File: src/rtl/sdram_seq_pkg.sv
package sdram_seq_pkg;

    typedef enum logic [1:0] {
        CMD_NOP       = 2'd0,
        CMD_PRECHARGE = 2'd1,
        CMD_REFRESH   = 2'd2,
        CMD_MODE_SET  = 2'd3
    } sdram_cmd_e;

    typedef enum logic [2:0] {
        PH_IDLE     = 3'd0,
        PH_INIT_REF = 3'd1,
        PH_MODE     = 3'd2,
        PH_SETTLE   = 3'd3,
        PH_RUN      = 3'd4
    } seq_phase_e;

    function automatic int unsigned max3(input int unsigned a,
                                         input int unsigned b,
                                         input int unsigned c);
        int unsigned m;
        m = (a > b) ? a : b;
        return (m > c) ? m : c;
    endfunction

endpackage

File: src/rtl/sdram_gap_counter.sv
module sdram_gap_counter #(
    parameter int GAP_W = 3
) (
    input  logic             clk,
    input  logic             rst,
    input  logic             load,
    input  logic [GAP_W-1:0] load_value,
    output logic             idle
);
    logic [GAP_W-1:0] gap_q;

    always_ff @(posedge clk) begin
        if (rst) begin
            gap_q <= '0;
        end else if (load) begin
            gap_q <= load_value;
        end else if (gap_q != '0) begin
            gap_q <= gap_q - 1'b1;
        end
    end

    assign idle = (gap_q == '0);
endmodule

File: src/rtl/sdram_refresh_prescaler.sv
module sdram_refresh_prescaler #(
    parameter int PRE_W = 8
) (
    input  logic             clk,
    input  logic             rst,
    input  logic             enable,
    input  logic [PRE_W-1:0] reload,
    output logic             tick
);
    logic [PRE_W-1:0] div_q;

    assign tick = enable && (div_q == '0);

    always_ff @(posedge clk) begin
        if (rst || !enable) begin
            div_q <= reload;
        end else if (div_q == '0) begin
            div_q <= reload;
        end else begin
            div_q <= div_q - 1'b1;
        end
    end
endmodule

File: src/rtl/sdram_refresh_timer.sv
module sdram_refresh_timer #(
    parameter int TMR_W = 8
) (
    input  logic             clk,
    input  logic             rst,
    input  logic             enable,
    input  logic             tick,
    input  logic [TMR_W-1:0] reload,
    output logic             request
);
    logic [TMR_W-1:0] left_q;

    assign request = tick && (left_q == '0);

    always_ff @(posedge clk) begin
        if (rst || !enable) begin
            left_q <= reload;
        end else if (tick) begin
            left_q <= (left_q == '0) ? reload : left_q - 1'b1;
        end
    end
endmodule

File: src/rtl/sdram_bringup_ctrl.sv
module sdram_bringup_ctrl
    import sdram_seq_pkg::*;
#(
    parameter int ADDR_W         = 13,
    parameter int GAP_W          = 3,
    parameter int T_RP           = 2,
    parameter int T_RFC          = 4,
    parameter int T_MRD          = 2,
    parameter int INIT_REFRESHES = 8
) (
    input  logic              clk,
    input  logic              rst,
    input  logic              start,
    input  logic              gap_idle,
    input  logic              refresh_req,
    input  logic [ADDR_W-1:0] mode_value,
    output logic              gap_load,
    output logic [GAP_W-1:0]  gap_value,
    output sdram_cmd_e        cmd_o,
    output logic [ADDR_W-1:0] addr_o,
    output logic              ready_o,
    output logic              run_o
);
    localparam int CNT_W = $clog2(INIT_REFRESHES + 1);

    seq_phase_e       phase_q, phase_d;
    logic [CNT_W-1:0] refs_q, refs_d;
    logic             pend_q, pend_d;
    logic             ready_d;
    sdram_cmd_e       issue;

    always_comb begin
        phase_d   = phase_q;
        refs_d    = refs_q;
        pend_d    = pend_q | refresh_req;
        ready_d   = ready_o;
        issue     = CMD_NOP;
        gap_load  = 1'b0;
        gap_value = '0;
        case (phase_q)
            PH_IDLE: begin
                if (start) begin
                    issue     = CMD_PRECHARGE;
                    gap_load  = 1'b1;
                    gap_value = GAP_W'(T_RP);
                    refs_d    = '0;
                    phase_d   = PH_INIT_REF;
                end
            end
            PH_INIT_REF: begin
                if (gap_idle) begin
                    issue     = CMD_REFRESH;
                    gap_load  = 1'b1;
                    gap_value = GAP_W'(T_RFC);
                    refs_d    = refs_q + 1'b1;
                    if (refs_q == CNT_W'(INIT_REFRESHES - 1)) begin
                        phase_d = PH_MODE;
                    end
                end
            end
            PH_MODE: begin
                if (gap_idle) begin
                    issue     = CMD_MODE_SET;
                    gap_load  = 1'b1;
                    gap_value = GAP_W'(T_MRD);
                    phase_d   = PH_SETTLE;
                end
            end
            PH_SETTLE: begin
                if (gap_idle) begin
                    phase_d = PH_RUN;
                    ready_d = 1'b1;
                end
            end
            PH_RUN: begin
                if (gap_idle && (pend_q || refresh_req)) begin
                    issue     = CMD_REFRESH;
                    gap_load  = 1'b1;
                    gap_value = GAP_W'(T_RFC);
                    pend_d    = 1'b0;
                end
            end
            default: phase_d = PH_IDLE;
        endcase
    end

    always_ff @(posedge clk) begin
        if (rst) begin
            phase_q <= PH_IDLE;
            refs_q  <= '0;
            pend_q  <= 1'b0;
            cmd_o   <= CMD_NOP;
            addr_o  <= '0;
            ready_o <= 1'b0;
        end else begin
            phase_q <= phase_d;
            refs_q  <= refs_d;
            pend_q  <= pend_d;
            cmd_o   <= issue;
            addr_o  <= (issue == CMD_MODE_SET) ? mode_value : '0;
            ready_o <= ready_d;
        end
    end

    assign run_o = (phase_q == PH_RUN);
endmodule

File: src/rtl/sdram_powerup_seq.sv
module sdram_powerup_seq
    import sdram_seq_pkg::*;
#(
    parameter int ADDR_W         = 13,
    parameter int PRE_W          = 8,
    parameter int TMR_W          = 8,
    parameter int T_RP           = 2,
    parameter int T_RFC          = 4,
    parameter int T_MRD          = 2,
    parameter int INIT_REFRESHES = 8
) (
    input  logic              clk,
    input  logic              rst,
    input  logic              start,
    input  logic [PRE_W-1:0]  prescale_reload,
    input  logic [TMR_W-1:0]  timer_reload,
    input  logic [ADDR_W-1:0] mode_value,
    output logic [1:0]        cmd_out,
    output logic [ADDR_W-1:0] addr_out,
    output logic              ready,
    output logic              refresh_en
);
    localparam int GAP_MAX = int'(max3(T_RP, T_RFC, T_MRD));
    localparam int GAP_W   = $clog2(GAP_MAX + 1);

    logic             gap_load, gap_idle;
    logic [GAP_W-1:0] gap_value;
    logic             run, tick, req;
    sdram_cmd_e       cmd;

    sdram_gap_counter #(.GAP_W(GAP_W)) u_gap (
        .clk(clk), .rst(rst), .load(gap_load),
        .load_value(gap_value), .idle(gap_idle)
    );

    sdram_refresh_prescaler #(.PRE_W(PRE_W)) u_pre (
        .clk(clk), .rst(rst), .enable(run),
        .reload(prescale_reload), .tick(tick)
    );

    sdram_refresh_timer #(.TMR_W(TMR_W)) u_tmr (
        .clk(clk), .rst(rst), .enable(run), .tick(tick),
        .reload(timer_reload), .request(req)
    );

    sdram_bringup_ctrl #(
        .ADDR_W(ADDR_W), .GAP_W(GAP_W), .T_RP(T_RP), .T_RFC(T_RFC),
        .T_MRD(T_MRD), .INIT_REFRESHES(INIT_REFRESHES)
    ) u_ctrl (
        .clk(clk), .rst(rst), .start(start), .gap_idle(gap_idle),
        .refresh_req(req), .mode_value(mode_value), .gap_load(gap_load),
        .gap_value(gap_value), .cmd_o(cmd), .addr_o(addr_out),
        .ready_o(ready), .run_o(run)
    );

    assign cmd_out    = cmd;
    assign refresh_en = run;
endmodule

File: config.mk
export PLATFORM = sky130hd
export DESIGN_NAME = sdram_powerup_seq
export DESIGN_NICKNAME = d
export VERILOG_FILES = /design/src/rtl/sdram_seq_pkg.sv /design/src/rtl/sdram_gap_counter.sv /design/src/rtl/sdram_refresh_prescaler.sv /design/src/rtl/sdram_refresh_timer.sv /design/src/rtl/sdram_bringup_ctrl.sv /design/src/rtl/sdram_powerup_seq.sv
export SDC_FILE = /design/constraint.sdc
export NUM_CORES = 1
export LEC_CHECK = 0
export ABC_AREA = 1
export BUFFER_PORTS_ARGS = -buffer_cell sky130_fd_sc_hd__buf_2
export CAP_MARGIN = 25
export CORE_MARGIN = 2
export CORE_UTILIZATION = 47
export CTS_CLUSTER_DIAMETER = 40
export DETAILED_ROUTE_END_ITERATION = 8
export GPL_ROUTABILITY_DRIVEN = 1
export GPL_TIMING_DRIVEN = 0
export PLACE_DENSITY = 0.83
export SETUP_SLACK_MARGIN = 0.4
export SLEW_MARGIN = 20
export SYNTH_ARGS = -nofsm -noshare
export SYNTH_HDL_FRONTEND = slang
export SYNTH_SLANG_ARGS = --single-unit
export TNS_END_PERCENT = 30
File: constraint.sdc
create_clock -name clk -period 1.5 [get_ports clk]
set_input_delay 0.15 -clock clk [delete_from_list [all_inputs] [get_ports clk]]
set_output_delay 0.15 -clock clk [all_outputs]
set_load 0.005 [all_outputs]
==> reports/metrics.yaml, run 1 <==
outcome: "finished with violations"
violations: "negative setup slack"
final_util: 0.710
dp_hpwl_mm: 2.82
fin_crit_ps: 1610
dp_cells: 338
nets: 355
detailed_place.area_um2: 2360
setup_violations: 12
hp-class: "primary input to flip-flop"
synthCells: 241
worst_slew_pin_slew_ps: 433
drt_first_pass_iters: 4
instances_no_fill: 367
pin_count: 49
synth_top_area_share: 0.348
cp.required_ps: 1570
cpPeakStageDelay_ps: 370
cts.sinks: 43
worst-path-buf-inv: 5
synth_seq_cells: 43
core.rowCount: 23
pwr_density_cell_nw_per_um2: 1400
die_area_um2: 4830
synth.avg_cell_area_um2: 8.36
ys_types: 32
gp_congestion: 0.847
synth-edff-count: 8
regArea_um2: 955
crit_fanout: 5
finClkSkew_ps: 11.2
diodes: 0
regToRegSetupSlack_ps: -110
ys.flop_type: "dfxtp_1"
synth_common_cells: "inv_1 (40), nor2_1 (40), dfxtp_1 (35)"
cp_common_cell: "nor2_4"
cap_violations: 0
root_buffer: "clkbuf_8"
rsz0062_at_grt: "true"
async_flop_share: 0
final.period_utilization: 1.08
vdd_drop_max_v: 0.000721
crit_type: "flip-flop to flip-flop"
synth_top_area_cell: "dfxtp_1"
slew_viol_final: 0
drt-total-wl_mm: 4.77
vias: 1759
drc: 0
die_h_um: 69.5
cts_buffers: 5
clk_latency_ps: 300
via_per_inst: 4.79
cts_buffer_depth: 2
end_kind: "flip-flop"
cts_tree: "yes"
start_util: 0.496
grt_usage: 0.192
grt_pass1_wl_mm: 7.42
design_area_um2: 2880
grt_max_degree: 15
syn_nets: 280
synthTopCellsByArea: "dfxtp_1 (35%), edfxtp_1 (12%), inv_1 (7.5%)"
ant_nets: 0
port_buffers: 47
critPathTopFamily: "simple AND/OR/NAND/NOR gates"
cp_slowest_cell: "dfxtp_4"
cp_data_arrival_time_ps: 1690
h-tree-depth: 2
antenna_found_initial: 0
synthToLayoutAreaGrowth_pct: 43.0
die_width_um: 69.5
layout_setup_ws_ps: -113
yosysWarnings: 0
path_clk_slew_ps: 90
finalHoldViolCount: 0
fillers: 294
clock.fmax_mhz: 620
route.detailed.wl_per_inst_um: 13.0
syn_area_um2: 2010
ys_seq_area_frac: 0.467
overflow: 0
drt_iter0_markers: 41
max_slew_margin: 0.708
multi_input_area_um2: 1080
cp-start-kind: "flip-flop"
layout-drive-gt1-share: 0.464
first_global_vias: 1727
dp_slack_ps: -115
crit_chain: "nor2_4 -> inv_2 -> nor2_4 -> inv_2 -> nor2_4 -> inv_4 -> nor2_8 -> buf_8 -> nand2_1 -> o21ai_2 -> inv_1"
core_area_um2: 4060
p_leak_nw: 1.32
worst_hold_slack_ps: 47.0
==> cell families (layout without fill, tap and decap cells) <==
logic type               after synthesis  in the layout  synth area share
flip-flops                            43             43             0.467
AO/OA/AOI/OAI                         30             30            0.0838
buffers and inverters                 48            124            0.0963
adder cells (fa/ha/maj)                7              7            0.0435
XOR/XNOR                              13             13            0.0565
AND/OR/NAND/NOR                       98             98             0.243
multiplexers                           2              2           0.00994
==> layer usage <==
| metal | GRT usage | vias to the layer above | wire length [um] |
|---|---|---|---|
| met1 | 0.206 | 810 | 2010 |
| met5 | 0 | - | 0 |
| met4 | 0.0871 | 0 | 75 |
| li1 | - | 901 | - |
| met2 | 0.349 | 39 | 2530 |
| met3 | 0.0509 | 9 | 161 |
==> final timing paths <==
check,from,end,depth (start not counted)
setup reg to reg,u_ctrl.phase_q[1],u_tmr.left_q[2],11
hold / removal,prescale_reload[2],u_pre.div_q[2],3
setup / recovery,u_ctrl.phase_q[1],u_tmr.left_q[2],11
hold reg to reg,u_ctrl.ready_o,u_ctrl.ready_o,2
==> cell type report <==
type	count	area share
buffer	3	0.0109
clock buffer	6	0.0252
clock inverter	2	0.0208
inverter	45	0.0638
multi-input combinational	150	0.374
sequential	43	0.331
tap	50	0.0217
timing repair buffer	68	0.152
==> placed cells by master (no fill, tap or decap), drive strengths merged <==
| master | instances |
|---|---|
| a21oi | 11 |
| nor3 | 8 |
| o311ai | 1 |
| inv | 45 |
| mux2i | 2 |
| o21ai | 15 |
| a31oi | 1 |
| and3 | 1 |
| nand3 | 5 |
| or2 | 3 |
| o211a | 1 |
| nor4 | 1 |
| clkbuf | 7 |
| o31ai | 1 |
| buf | 70 |
| edfxtp | 8 |
| nand4 | 1 |
| nand2 | 27 |
| dfxtp | 35 |
| ha | 7 |
| xnor2 | 7 |
| bufinv | 2 |
| xor2 | 6 |
| nor2 | 52 |
==> what timing repair did <==
action | in CTS | in global routing
hold buffers | 0 | 0
setup endpoints to repair | 51 | 52
gates cloned | 0 | 1
pin swaps | 19 | 13
endpoints found under the hold margin | 0 | 0
resized for setup | 38 | 24
setup buffers | 9 | 11
==> sequential cells by signal, summed over array words and instances (netlist names), 2 cells and up <==
signal and cells:
u_ctrl.addr_o 13, u_ctrl.cmd_o 2, u_ctrl.phase_q 3, u_ctrl.refs_q 4
u_gap.gap_q 3, u_pre.div_q 8, u_tmr.left_q 8
==> stage by stage <==
step	setup TNS, ps	total power [mW]
after floorplan	0	2.20
after global placement	-81.1	2.41
after detailed placement	-205	2.46
after CTS	-101	3.79
after global routing	-2770	4.24
final	-846	4.04
==> tightest hold or removal path: stages <==
cell	delay [ps]
buf_2	70
o21ai_1	60
inv_1	40
==> power by group <==
| group | total (mW) | internal (mW) | leakage (nW) | switching (mW) |
|---|---|---|---|---|
| combinational | 1.47 | 0.655 | 0.881 | 0.813 |
| sequential | 1.51 | 1.36 | 0.375 | 0.141 |
| clock | 1.07 | 0.666 | 0.0654 | 0.404 |
No activity file was read; power rests on OpenSTA's default activity.
==> run 2: changes to the inputs <==
- CORE_ASPECT_RATIO: not set -> 0.5
- GPL_ROUTABILITY_DRIVEN: 1 -> 0
==> reports/metrics.yaml, run 2 (same netlist as run 1, synthesis figures left out) <==
antenna_found_initial: 0
reg2reg_from: "u_tmr.left_q[0]"
root_buffer: "clkbuf_8"
layout_common_cells: "buf_2 (47), nor2_1 (32), inv_1 (30), dfxtp_1 (28), buf_4 (27)"
slew_viol_final: 0
p_leak_nw: 1.36
clk_latency_ps: 310
dr_wl_met2_mm: 2.92
grt_max_degree: 14
grt_usage: 0.213
core.rowCount: 16
final_common_cell: "buf_2"
rr_worst_depth: 9
vias: 1911
cp-start-kind: "flip-flop"
crit_type: "flip-flop to flip-flop"
die_area_um2: 4860
ant_nets: 0
setup_violations: 16
die_h_um: 50.3
overflow: 0
pwr_density_cell_nw_per_um2: 1290
instances_no_fill: 384
first_global_vias: 1785
highest_layer: "met4"
finClkSkew_ps: 8.51
drt_first_pass_iters: 4
cts_tree: "yes"
vdd_drop_max_v: 0.000593
setup_tns_ps: -1220
design_area_um2: 2930
drc: 0
drt_iter0_markers: 82
p_total_mw: 3.80
die_width_um: 96.6
diodes: 0
cts.sinks: 43
detailed_place.area_um2: 2360
end_kind: "flip-flop"
synthToLayoutAreaGrowth_pct: 45.7
path_clk_slew_ps: 90
h-tree-depth: 2
regToRegSetupSlack_ps: -200
nets: 368
cts_buffers: 5
layout-drive-gt1-share: 0.506
fin_crit_ps: 1700
route.detailed.wl_per_inst_um: 15.1
wl_met3_um: 331
cp.required_ps: 1570
dp_hpwl_mm: 2.65
cp_data_arrival_time_ps: 1770
hp-class: "primary input to flip-flop"
violations: "negative setup slack"
clock.fmax_mhz: 589
layout_setup_ws_ps: -199
top_regs: "u_ctrl.addr_o: 13 flops, u_pre.div_q: 8 flops, u_tmr.left_q: 8 flops"
worst_slew_pin_slew_ps: 481
rsz0062_at_grt: "true"
drt-total-wl_mm: 5.82
crit_fanout: 3
hold_path_end: "u_ctrl.addr_o[10]"
outcome: "finished with violations"
port_buffers: 47
finalHoldViolCount: 0
dp_slack_ps: -83.2
largest_reg_flops: 13
final_util: 0.733
top_register: "u_ctrl.addr_o"
final.period_utilization: 1.13
cap_violations: 0
dp_cells: 342
via_per_inst: 4.98
min_from: "mode_value[10]"
start_util: 0.503
cts_buffer_depth: 2
pin_count: 49
worst_hold_slack_ps: 45.4
core_area_um2: 4000
holdPathStages: 3
max_slew_margin: 0.678
rr_endpoint: "u_tmr.left_q[4]"
grt_pass1_wl_mm: 7.78
drt-met1-wl_mm: 2.39
run 2: metal layers:
layer / vias up / global-route usage
met3: 18 / 0.0541
li1: 932 / -
met5: - / 0
met2: 66 / 0.403
met1: 895 / 0.231
met4: 0 / 0.0704
run 2: how the worst max path moves through the flow:
stage                     cells past startpoint               to            start
after detailed placement                     10   u_gap.gap_q[1]  u_tmr.left_q[3]
after floorplan                              10   u_gap.gap_q[1]  u_tmr.left_q[3]
after global placement                       10   u_gap.gap_q[1]  u_tmr.left_q[4]
after global routing                          9  u_tmr.left_q[4]  u_tmr.left_q[0]
after CTS                                    11   u_gap.gap_q[1]  u_tmr.left_q[1]
final                                         9  u_tmr.left_q[4]  u_tmr.left_q[0]
run 2: repair_timing:
action | in CTS | in global routing
pin swaps | 23 | 15
cloned | 3 | 0
hold buffers | 0 | 0
resized for setup | 40 | 28
setup buffers | 19 | 12
endpoints found under the setup margin | 50 | 52
run 2: power breakdown:
part	internal (mW)	switching, mW	total, mW
combinational	0.712	0.849	1.56
clock	0.319	0.417	0.737
sequential	1.36	0.136	1.50
total	2.39	1.40	3.80
run 2: final cells by class:
cell class | count | area, um^2
clock buffers | 5 | 68.8
inverters | 45 | 181
repair buffers | 79 | 509
fillers | 250 | 1070
well taps | 54 | 67.6
plain buffers | 3 | 27.5
clock inverters | 3 | 15.0
multi-input cells | 151 | 1100
repair inverters | 1 | 6.26
flip-flops and latches | 43 | 955
run 2: worst max-delay path, cell delays in order (launching register included):
cell	delay (ps)
edfxtp_1	440
inv_2	130
buf_4	130
buf_4	100
ha_2	190
nand2_1	100
xor2_2	190
nand2_2	80
o21ai_2	50
inv_1	40
